[config.mk]
export PLATFORM = sky130hd
export DESIGN_NAME = chg_irq_ctrl
export DESIGN_NICKNAME = d
export VERILOG_FILES = /design/src/rtl/chg_irq_ctrl.sv
export SDC_FILE = /design/constraint.sdc
export NUM_CORES = 1
export LEC_CHECK = 0
export ABC_AREA = 1
export BUFFER_PORTS_ARGS = -buffer_cell sky130_fd_sc_hd__clkbuf_2
export CORE_UTILIZATION = 42
export DETAILED_ROUTE_END_ITERATION = 10
export PLACE_DENSITY = 0.75
export SETUP_SLACK_MARGIN = 0.3
export SYNTH_ARGS = -nofsm -noshare
export SYNTH_HDL_FRONTEND = slang
export SYNTH_SLANG_ARGS = --single-unit
[constraint.sdc]
create_clock -name clk -period 2.6 [get_ports clk]
set_clock_uncertainty 0.15 [all_clocks]
set_input_delay 0.52 -clock clk [delete_from_list [all_inputs] [get_ports clk]]
set_output_delay 0.52 -clock clk [all_outputs]
set_load 0.03 [all_outputs]
[src/rtl/chg_irq_ctrl.sv]
module chg_irq_ctrl #(
  parameter int ADDR_W = 8,
  parameter int STATE_W = 3,
  parameter logic [ADDR_W-1:0] EV_ADDR = 8'hD0,
  parameter logic [ADDR_W-1:0] MSK_ADDR = 8'hD1
) (
  input  logic               clk,
  input  logic               rst_n,
  input  logic               bat_ovp_i,
  input  logic               temp_bad_i,
  input  logic               vbat_cv_i,
  input  logic               ichg_eoc_i,
  input  logic               rpt_en_i,
  input  logic [STATE_W-1:0] chg_state_i,
  input  logic               vbus_ok_i,
  input  logic               bat_present_i,
  input  logic               ilim_i,
  input  logic               vin_ovp_i,
  input  logic [ADDR_W-1:0]  bus_addr_i,
  input  logic               bus_wr_i,
  input  logic               bus_rd_i,
  input  logic [7:0]         bus_wdata_i,
  output logic [7:0]         bus_rdata_o,
  output logic               irq_o
);
  localparam logic [6:0] BOTH_EDGE = 7'b0011000;

  logic [6:0]         lvl_in, lvl_s, lvl_p, rise, fall, hit;
  logic [STATE_W-1:0] st_s, st_p;
  logic               vld_q;
  logic [7:0]         ev_q, mask_q, ev_set, ev_clr;
  logic               rd_ev, rd_msk, wr_msk;

  assign lvl_in = {vin_ovp_i, ilim_i, bat_present_i, vbus_ok_i,
                   vbat_cv_i & ichg_eoc_i, temp_bad_i, bat_ovp_i};

  always_ff @(posedge clk or negedge rst_n) begin
    if (!rst_n) begin
      lvl_s <= '0;
      lvl_p <= '0;
      st_s  <= '0;
      st_p  <= '0;
      vld_q <= 1'b0;
    end else begin
      lvl_s <= lvl_in;
      st_s  <= chg_state_i;
      lvl_p <= vld_q ? lvl_s : lvl_in;
      st_p  <= vld_q ? st_s : chg_state_i;
      vld_q <= 1'b1;
    end
  end

  assign rise = lvl_s & ~lvl_p;
  assign fall = ~lvl_s & lvl_p;

  always_comb begin
    hit = rise | (fall & BOTH_EDGE);
    hit[2] = rpt_en_i ? (st_s != st_p) : rise[2];
  end

  assign ev_set = vld_q ? {hit, 1'b0} : 8'h00;
  assign rd_ev  = bus_rd_i && (bus_addr_i == EV_ADDR);
  assign rd_msk = bus_rd_i && (bus_addr_i == MSK_ADDR);
  assign wr_msk = bus_wr_i && (bus_addr_i == MSK_ADDR);
  assign ev_clr = rd_ev ? ev_q : 8'h00;

  always_ff @(posedge clk or negedge rst_n) begin
    if (!rst_n) begin
      ev_q   <= '0;
      mask_q <= '0;
    end else begin
      ev_q <= (ev_q & ~ev_clr) | ev_set;
      if (wr_msk) mask_q <= bus_wdata_i & 8'hFE;
    end
  end

  assign bus_rdata_o = rd_ev ? ev_q : (rd_msk ? mask_q : 8'h00);
  assign irq_o       = |(ev_q & ~mask_q);
endmodule


=== Word-level counts from Yosys, hierarchy flattened ===
Cells that the tools add are included.

* Flip-flop bits (word level): 36
* Bits in latches: 0
* Memory bits (writable): 0
* Bits in read-only memories: 0
* Input bits: 32
* Output and inout bits: 9
* Logic and storage cells: 32
* Memories kept: 0

* Add/subtract/negate cells: 0
* Multiply operators: 0
* Divide/modulo/power cells: 0
* Order comparisons: 0
* Eq/ne operators: 3
* Shift-type cells: 0
* Muxes and demuxes: 7
* Bitwise gates (word level): 11
* Reductions and logical operators: 4

{| class="wikitable"
|+ Operator list
! kind !! count
|-
| 8-bit two-way mux || 4
|-
| 8-bit AND || 2
|-
| 8-bit equality test (second input constant) || 2
|-
| 8-bit NOT || 2
|-
| 8-bit bitwise OR || 1
|-
| 8-bit OR reduction || 1
|-
| 7-bit AND || 1
|-
| 7-bit two-way mux || 1
|-
| 7-bit NOT || 1
|-
| 7-bit by 5-bit bitwise OR with 7-bit output || 1
|-
| 5-bit AND || 1
|-
| 5-bit NOT || 1
|-
| 1-bit logical AND || 3
|-
| 3-bit two-way mux || 1
|-
| 3-bit != test || 1
|-
| 1-bit AND || 1
|-
| 1-bit two-way mux || 1
|}

=== Longest topological paths before layout ===
Gate-level depths: netlist of the first run.

* Word-level depth: 6
* Gate-level depth with buffers: 7
* Gate-level depth less buffers: 7

=== Worst setup path before layout of the first run ===
No wires, ideal clock.

* Kind: input to output
* From: in bus_addr_i[2]
* To: out bus_rdata_o[0]
* Arrival: 1.410 ns
* Data required time: 1.930 ns
* Slack: 0.520 ns
* Stages on the path: 5
* Buffers on the path: 0
* Cell sequence: inv_1 > nand2_1 > nor2_4 > nand3_4 > nor2_1

* Cells in the longest elaborated chain, start to end: 3

{| class="wikitable"
|+ RTL lines
! what !! RTL line !! text
|-
| start: declaration || 19 || <nowiki>input logic [ADDR_W-1:0] bus_addr_i,</nowiki>
|-
| 8-bit equality test || 62 || <nowiki>assign rd_ev = bus_rd_i && (bus_addr_i == EV_ADDR);</nowiki>
|-
| 1-bit logical AND || 62 ||
|-
| 8-bit two-way mux || 77 || <nowiki>assign bus_rdata_o = rd_ev ? ev_q : (rd_msk ? mask_q : 8'h00);</nowiki>
|-
| end: declaration || 23 || <nowiki>output logic [7:0] bus_rdata_o,</nowiki>
|}

Every way passes these cells.

=== Worst setup path after layout of the first run ===
* From: in bus_addr_i[2]
* To: out bus_rdata_o[4]

* Cells in the longest elaborated chain, start to end: 4
* Elaborated cells on any way between the ends: 6
* Classes of those cells: eq/ne: 2; mux: 2; reduce/logical: 2

{| class="wikitable"
|+ RTL lines
! what !! RTL line !! text
|-
| 8-bit equality test || 63 || <nowiki>assign rd_msk = bus_rd_i && (bus_addr_i == MSK_ADDR);</nowiki>
|-
| 1-bit logical AND || 63 ||
|-
| 8-bit two-way mux || 77 ||
|-
| 8-bit two-way mux (*) || 77 ||
|}

Mark *: on every way between the ends. The rest lies on a longest branch, timed or not.

==> reports/metrics.yaml, run 1 <==
critPathMaxFanout: 15
antenna_cells: 0
cts.path.max_buffers: 2
core_region_area_sq_um: 3740
port_buffers: 39
grt_pass1_wl_mm: 5.46
gr-usage-all-layers: 0.174
critical_path.endpoint_type: "output port"
initial_core_util: 0.445
timing.final.hold_violations: 0
fmaxAchievable_mhz: 456
max_slew.worst_pin.slew_ns: 0.857
rsz0062_at_grt: "false"
worst-endpoint-arrival_ns: 1.52
slowest_stage: "sky130_fd_sc_hd__nor2_4"
yosysWarningCount: 0
postSynthRegisterBits: 36
power.density_cell_area_nw_per_um2: 538
drt.antenna.violating_nets: 0
drive_above_1_share: 0.255
worst_skew_pair.late_latency_ns: 0.28
grt.overflow.total: 0
avgRoutedWirePerCell_microns: 11.3
worstSetupStartpointType: "input port"
first_global_vias: 1275
cts.root.buffer_cell: "sky130_fd_sc_hd__clkbuf_8"
worst_ep_required_time_ns: 1.93
dpl.hpwl_mm: 2.26
wl_mm: 3.20
seq_area_sq_um: 901
finalSetupTns_ns: 0
clkSlewWorstSetupHoldPaths_ns: 0.06
yosysUniqueCellTypes: 21
dr.pass1.iters: 6
route.detailed.drc: 0
syn-cell-area_sq_um: 1660
filler_cell_count: 380
ir_worst_vdd_mv: 0.395
placed_cells_incl_taps: 275
power.clock.fraction: 0.338
cts_htree_levels: 2
fin_ws_ns: 0.407
die-area_sq_um: 4220
numClockSinks: 36
max_cap_viol_count: 0
cp_cell_sequence: "clkbuf_2, inv_1, nand2_1, nor2_4, nand4_1, nand2_1, clkbuf_2"
final.period_utilization: 0.843
finalSetupViolCount: 0
drv_slew: 0
power.switching_w: 0.000250
nNetsFinal: 267
multiInputGateArea_sq_um: 624
combPwrFrac: 0.092
numCtsBuffers: 5
drt-initial-drc-count: 86
finalWorstPathRequiredPeriod_ns: 2.19
globalplace.congestion: 0.851
cts_hold_buffers: 0
fin_worst_hold_slack_ns: 0.185
grt_max_degree: 37
num_rows: 22
worst_slew_margin_rel: 0.428
status: "complete, no violations"
design_area_sq_um: 1960
die_w_microns: 64.9
delay_contributed_by_the_slowest_stage_of_the_critical_path_ns: 0.32
clock_tree_from_tritoncts: "yes"
pin_count: 41
final_instance_count_excl_fillers: 283
syn_nets: 225
antenna_violations_before_repair: 0
synth_area_per_cell_sq_um: 8.62
synth_sequential_area_ratio: 0.541
cell_internal_pwr_w: 0.000806
worst-setup-path-type: "input port to output port"
swShare: 0.237
worstHoldPathType: "input port to asynchronous set/reset pin"
share_seq_of_total_power: 0.570
viasPerCell: 4.86
leakage_nw: 1.12
dieHeight_microns: 64.9
area_delta_synth_final_pct: 18.0
via_count: 1374
postSynthCellCount: 193
placement.cell_area_sq_um: 1870
pre_cts_ws_ns: 0.365
[synthesized netlist by cell type]
master / number / area share
sky130_fd_sc_hd__buf_6: 2 / 0.014
sky130_fd_sc_hd__conb_1: 1 / 0.0023
sky130_fd_sc_hd__nand2_2: 1 / 0.0038
sky130_fd_sc_hd__a21o_1: 2 / 0.0090
sky130_fd_sc_hd__nand3_4: 1 / 0.011
sky130_fd_sc_hd__nor2_4: 4 / 0.027
sky130_fd_sc_hd__o21ai_0: 7 / 0.021
sky130_fd_sc_hd__clkbuf_8: 1 / 0.0083
sky130_fd_sc_hd__clkbuf_1: 1 / 0.0023
sky130_fd_sc_hd__dfrtp_1: 36 / 0.54
sky130_fd_sc_hd__inv_1: 23 / 0.052
sky130_fd_sc_hd__buf_4: 2 / 0.0090
sky130_fd_sc_hd__inv_2: 1 / 0.0023
sky130_fd_sc_hd__nand4_1: 21 / 0.079
sky130_fd_sc_hd__a21oi_1: 1 / 0.0030
sky130_fd_sc_hd__nor2_1: 5 / 0.011
sky130_fd_sc_hd__nand3_2: 1 / 0.0060
sky130_fd_sc_hd__o22ai_1: 3 / 0.011
sky130_fd_sc_hd__or2_2: 4 / 0.015
sky130_fd_sc_hd__buf_2: 1 / 0.0030
sky130_fd_sc_hd__nand2_1: 75 / 0.17
[final cells by class]
type | count | share of cell area
clock buffers | 6 | 0.0370
repair buffers | 41 | 0.107
multi-input cells | 127 | 0.318
well taps | 48 | 0.0306
inverters | 24 | 0.0459
flip-flops and latches | 36 | 0.459
clock inverters | 1 | 0.00255
[final timing paths]
path	from	to	slack (ns)	cells after the start
worst max-delay path	bus_addr_i[2]	bus_rdata_o[4]	0.41	7
worst min-delay path	rst_n	lvl_s[5]	0.19	1
worst max register to register	vld_q	ev_q[3]	1.28	4
worst min register to register	lvl_s[6]	lvl_p[6]	0.32	2
max in group asynchronous	rst_n	st_s[0]	1.58	1
min in group clk	bat_present_i	lvl_s[4]	0.20	1
[through the flow]
stage          power (W)   util
2_1_floorplan   0.000664      -
4_1_cts          0.00107  0.521
5_1_grt          0.00111  0.524
6_report         0.00106  0.524
3_3_place_gp    0.000704  0.501
3_5_place_dp    0.000709  0.501
[state kept, by name, summed over array words and instances, names as in the netlist]
signal,cells
ev_q,8
lvl_p,7
lvl_s,7
mask_q,7
st_p,3
st_s,3
vld_q,1
[critical path: cells and delay by family]
kind | cells | cell delay (ns)
AND/OR/NAND/NOR | 4 | 0.68
buffers and inverters | 3 | 0.32
[placed cells by master (no fill, tap or decap), types with 3 or more instances in the layout]
cell	n
sky130_fd_sc_hd__nand4_1	21
sky130_fd_sc_hd__o21ai_0	7
sky130_fd_sc_hd__nor2_1	5
sky130_fd_sc_hd__nor2_4	5
sky130_fd_sc_hd__dfrtp_1	36
sky130_fd_sc_hd__inv_1	23
sky130_fd_sc_hd__clkbuf_2	39
sky130_fd_sc_hd__or2_2	4
sky130_fd_sc_hd__o22ai_1	3
sky130_fd_sc_hd__clkbuf_8	5
sky130_fd_sc_hd__nand2_1	75
[logic make-up (layout without fill, tap and decap cells)]
| group | Yosys count | in the layout | share of synthesized area |
|---|---|---|---|
| buffers and inverters | 31 | 72 | 0.0902 |
| and+or+nand+nor | 112 | 113 | 0.322 |
| AOI/OAI and AO/OA | 13 | 13 | 0.0444 |
| DFF | 36 | 36 | 0.541 |
| other | 1 | 1 | 0.00225 |
[what timing repair did]
action / 4_1_cts / 5_1_grt
gates resized for setup: 0 / 1
setup buffers: 0 / 0
setup endpoints to repair: 0 / 7
[routing by layer]
metal	track usage	up-vias	wire length, microns
met5	0	-	0
met4	0.0917	0	72
met3	0.0458	9	181
met2	0.281	41	1470
met1	0.211	627	1470
li1	-	697	-
[power groups by stage]
stage / combinational (W) / sequential [W] / clock, W
3_5_place_dp: 0.0000969 / 0.000612 / 0
4_1_cts: 0.0000974 / 0.000601 / 0.000371
3_3_place_gp: 0.0000935 / 0.000611 / 0
6_report: 0.0000974 / 0.000601 / 0.000357
2_1_floorplan: 0.0000576 / 0.000607 / 0
5_1_grt: 0.000114 / 0.000605 / 0.000395
(Power assumes the default switching activity.)
==> run 2: changes to the inputs <==
--- a/config.mk
+++ b/config.mk
@@ -5,11 +5,11 @@
 export SDC_FILE = /design/constraint.sdc
 export NUM_CORES = 1
 export LEC_CHECK = 0
-export ABC_AREA = 1
+export ABC_AREA = 0
 export BUFFER_PORTS_ARGS = -buffer_cell sky130_fd_sc_hd__clkbuf_2
 export CORE_UTILIZATION = 42
 export DETAILED_ROUTE_END_ITERATION = 10
-export PLACE_DENSITY = 0.75
+export PLACE_DENSITY = 0.76
 export SETUP_SLACK_MARGIN = 0.3
 export SYNTH_ARGS = -nofsm -noshare
 export SYNTH_HDL_FRONTEND = slang
==> constraint.sdc (replaced) <==
create_clock -name clk -period 2.15 [get_ports clk]
set_clock_uncertainty 0.15 [all_clocks]
set_input_delay 0.43 -clock clk [delete_from_list [all_inputs] [get_ports clk]]
set_output_delay 0.43 -clock clk [all_outputs]
set_load 0.03 [all_outputs]
==> run 2 against run 1 <==
  * Highest routed layer unchanged
  * Area after synthesis shrank 11%
  * Register-to-register slack worse by 0.50 ns
  * Combinational power is 12% higher
  * Flip-flop and latch count is the same
  * Non-clock buffer count rose by 7
  * The flow now finishes with violations (negative setup slack)
  * Clock power rose by 3%
  * First-iteration DRC count is 72% lower
  * Utilization increased by 8.8 points
  * Sequential share of layout area decreased by 2.2 points
  * Die area down 11%
  * Sequential power is 22% higher
  * Synthesized cell count is 44% lower
==> reports/metrics.yaml, run 2 <==
viasPerCell: 5.00
final.period_utilization: 1.00
nNetsFinal: 193
filler_cell_count: 286
num_rows: 21
synth.area.top_cells: "sky130_fd_sc_hd__dfrtp_1, sky130_fd_sc_hd__mux2_1, sky130_fd_sc_hd__a22o_1"
grt_pass1_wl_mm: 4.49
avgRoutedWirePerCell_microns: 14.2
grt.overflow.total: 0
area_delta_synth_final_pct: 38.9
yosysUniqueCellTypes: 26
postSynthCellCount: 109
final_common_cell: "sky130_fd_sc_hd__dfrtp_1"
netlist_top_cells_count: "sky130_fd_sc_hd__dfrtp_1, sky130_fd_sc_hd__mux2_1, sky130_fd_sc_hd__a22o_1, sky130_fd_sc_hd__inv_1, sky130_fd_sc_hd__nand2_1"
hold_path_depth: 1
antenna_cells: 0
ys.flop_type: "sky130_fd_sc_hd__dfrtp_1"
setup.reg_to_reg.worst_slack_ns: 0.78
ir_worst_vdd_mv: 0.365
power.density_cell_area_nw_per_um2: 586
drv_slew: 0
yosysWarningCount: 0
critical_path.endpoint_type: "output port"
delay_contributed_by_the_slowest_stage_of_the_critical_path_ns: 0.41
gr-usage-all-layers: 0.170
clock_tree_from_tritoncts: "yes"
pin_count: 41
globalplace.congestion: 0.752
worst_r2r_path_depth: 1
hold-path-endpoint: "lvl_s[4]"
die_w_microns: 61.4
finalSetupTns_ns: -0.00757
max_slew.worst_pin.slew_ns: 0.581
synth_top_cell_by_area: "sky130_fd_sc_hd__dfrtp_1"
syn-cell-area_sq_um: 1480
post-synth-top-area-fraction: 0.607
max_cap_viol_count: 0
core_region_area_sq_um: 3360
numClockSinks: 36
drt.antenna.violating_nets: 0
grt_max_degree: 37
async_reset_ff_frac: 1.00
hold_path.startpoint: "bat_present_i"
worst_r2r_endpoint: "lvl_p[3]"
cts.root.buffer_cell: "sky130_fd_sc_hd__clkbuf_4"
port_buffers: 39
worst_skew_pair.late_latency_ns: 0.33
timing.final.hold_violations: 0
critPathMaxFanout: 2
layout.cells.most_common_list: "sky130_fd_sc_hd__dfrtp_1, sky130_fd_sc_hd__clkbuf_2, sky130_fd_sc_hd__mux2_1"
largest_register_ff_count: 8
cp_cell_sequence: "nor2b_4, a2111oi_4, nand4_1, clkbuf_8"
worst-endpoint-arrival_ns: 1.58
worstPathBufferInverterCount: 1
status: "complete, but fails checks"
regToRegStartpoint: "vld_q"
worst-setup-path-type: "flip-flop to output port"
cts.path.max_buffers: 2
slowest_stage: "sky130_fd_sc_hd__dfrtp_1"
cpLargestDelayFamily: "flip-flops"
worstSetupStartpointType: "flip-flop"
worst_slew_margin_rel: 0.612
pre_cts_ws_ns: 0.0160
fin_ws_ns: -0.00757
regMostFlops: "ev_q"
postSynthRegisterBits: 36
first_global_vias: 1072
drt-initial-drc-count: 24
synth_area_per_cell_sq_um: 13.6
via_count: 1040
worstHoldPathType: "input port to flip-flop"
fmaxAchievable_mhz: 463
multiInputGateArea_sq_um: 642
dieHeight_microns: 61.4
seq_area_sq_um: 901
cts_htree_levels: 2
syn_nets: 141
synth_sequential_area_ratio: 0.607
antenna_violations_before_repair: 0
numCtsBuffers: 5
failed_checks: "negative setup slack"
clkSlewWorstSetupHoldPaths_ns: 0.10
initial_core_util: 0.441
most_common_cell_in_the_netlist: "sky130_fd_sc_hd__dfrtp_1"
finalWorstPathRequiredPeriod_ns: 2.16
worst_ep_required_time_ns: 1.57
die-area_sq_um: 3770
leakage_nw: 0.988
dr.pass1.iters: 4
dpl.hpwl_mm: 2.01
rsz0062_at_grt: "true"
route.detailed.drc: 0
synth_enable_flop_cells: 0
drive_above_1_share: 0.438
wl_mm: 2.95
finalSetupViolCount: 1
## run 2: cell types whose count changed in the layout (fill, tap and decap cells not counted), moves of 6 or more
| cell | before | now |
|---|---|---|
| sky130_fd_sc_hd__nand2_1 | 75 | 5 |
| sky130_fd_sc_hd__nand4_1 | 21 | 2 |
| sky130_fd_sc_hd__inv_1 | 23 | 8 |
| sky130_fd_sc_hd__mux2_1 | 0 | 13 |
| sky130_fd_sc_hd__clkbuf_2 | 39 | 29 |
| sky130_fd_sc_hd__buf_8 | 0 | 8 |
| sky130_fd_sc_hd__o21ai_0 | 7 | 0 |
| sky130_fd_sc_hd__a22o_4 | 0 | 6 |
## run 2: logic make-up after synthesis
family / after synthesis / synth area share
compound gates: 21 / 0.111
xor+xnor: 5 / 0.0295
buf+inv: 11 / 0.0329
flops: 36 / 0.607
mux: 13 / 0.0987
other cells: 1 / 0.00253
simple gates: 22 / 0.118
## run 2: how the worst max path moves through the flow
stage	from	to	slack, ns	depth (start not counted)
2_1_floorplan	bus_addr_i[3]	bus_rdata_o[1]	0.21	3
3_3_place_gp	bus_addr_i[3]	bus_rdata_o[3]	0.03	6
3_5_place_dp	bus_addr_i[3]	bus_rdata_o[3]	0.02	6
4_1_cts	ev_q[3]	irq_o	0.04	4
5_1_grt	ev_q[1]	irq_o	-0.06	4
6_report	ev_q[1]	irq_o	-0.008	4
## run 2: report_power, final
part | total (W) | switching (W) | internal [W]
sequential | 0.000732 | 0.0000228 | 0.000709
combinational | 0.000109 | 0.0000521 | 0.0000569
clock | 0.000366 | 0.000206 | 0.000160
## run 2: layer usage
metal / routed length (microns) / global-route usage
met1: 1210 / 0.187
met2: 1590 / 0.307
met3: 137 / 0.0504
met4: 18 / 0.0667
met5: 0 / 0
## run 2: layout make-up
cell class                      instances  share of cell area
Sequential cell                        36               0.437
Multi-Input combinational cell         62               0.311
Timing Repair Buffer                   48               0.179
Tap cell                               46              0.0279
Clock buffer                            7              0.0267
Inverter                                8              0.0146
Clock inverter                          1             0.00364
## run 2: stage by stage
step	std cells	power [W]	utilization	cell area (sq um)	hold WS (ns)
6_report	208	0.00121	0.613	2060	0.0601
3_5_place_dp	195	0.000843	0.528	1780	0.255
2_1_floorplan	109	0.000785	-	1510	-0.0156
5_1_grt	208	0.00126	0.613	2060	0.0434
4_1_cts	208	0.00122	0.603	2030	0.0474
3_3_place_gp	195	0.000835	0.528	1780	0.246
## run 2: repair_timing
action,in CTS,in global routing
setup endpoints to repair,9,9
hold buffers,1,0
pin swaps,9,5
gates resized for setup,31,12
buffers inserted,4,0
hold endpoints to repair,36,0
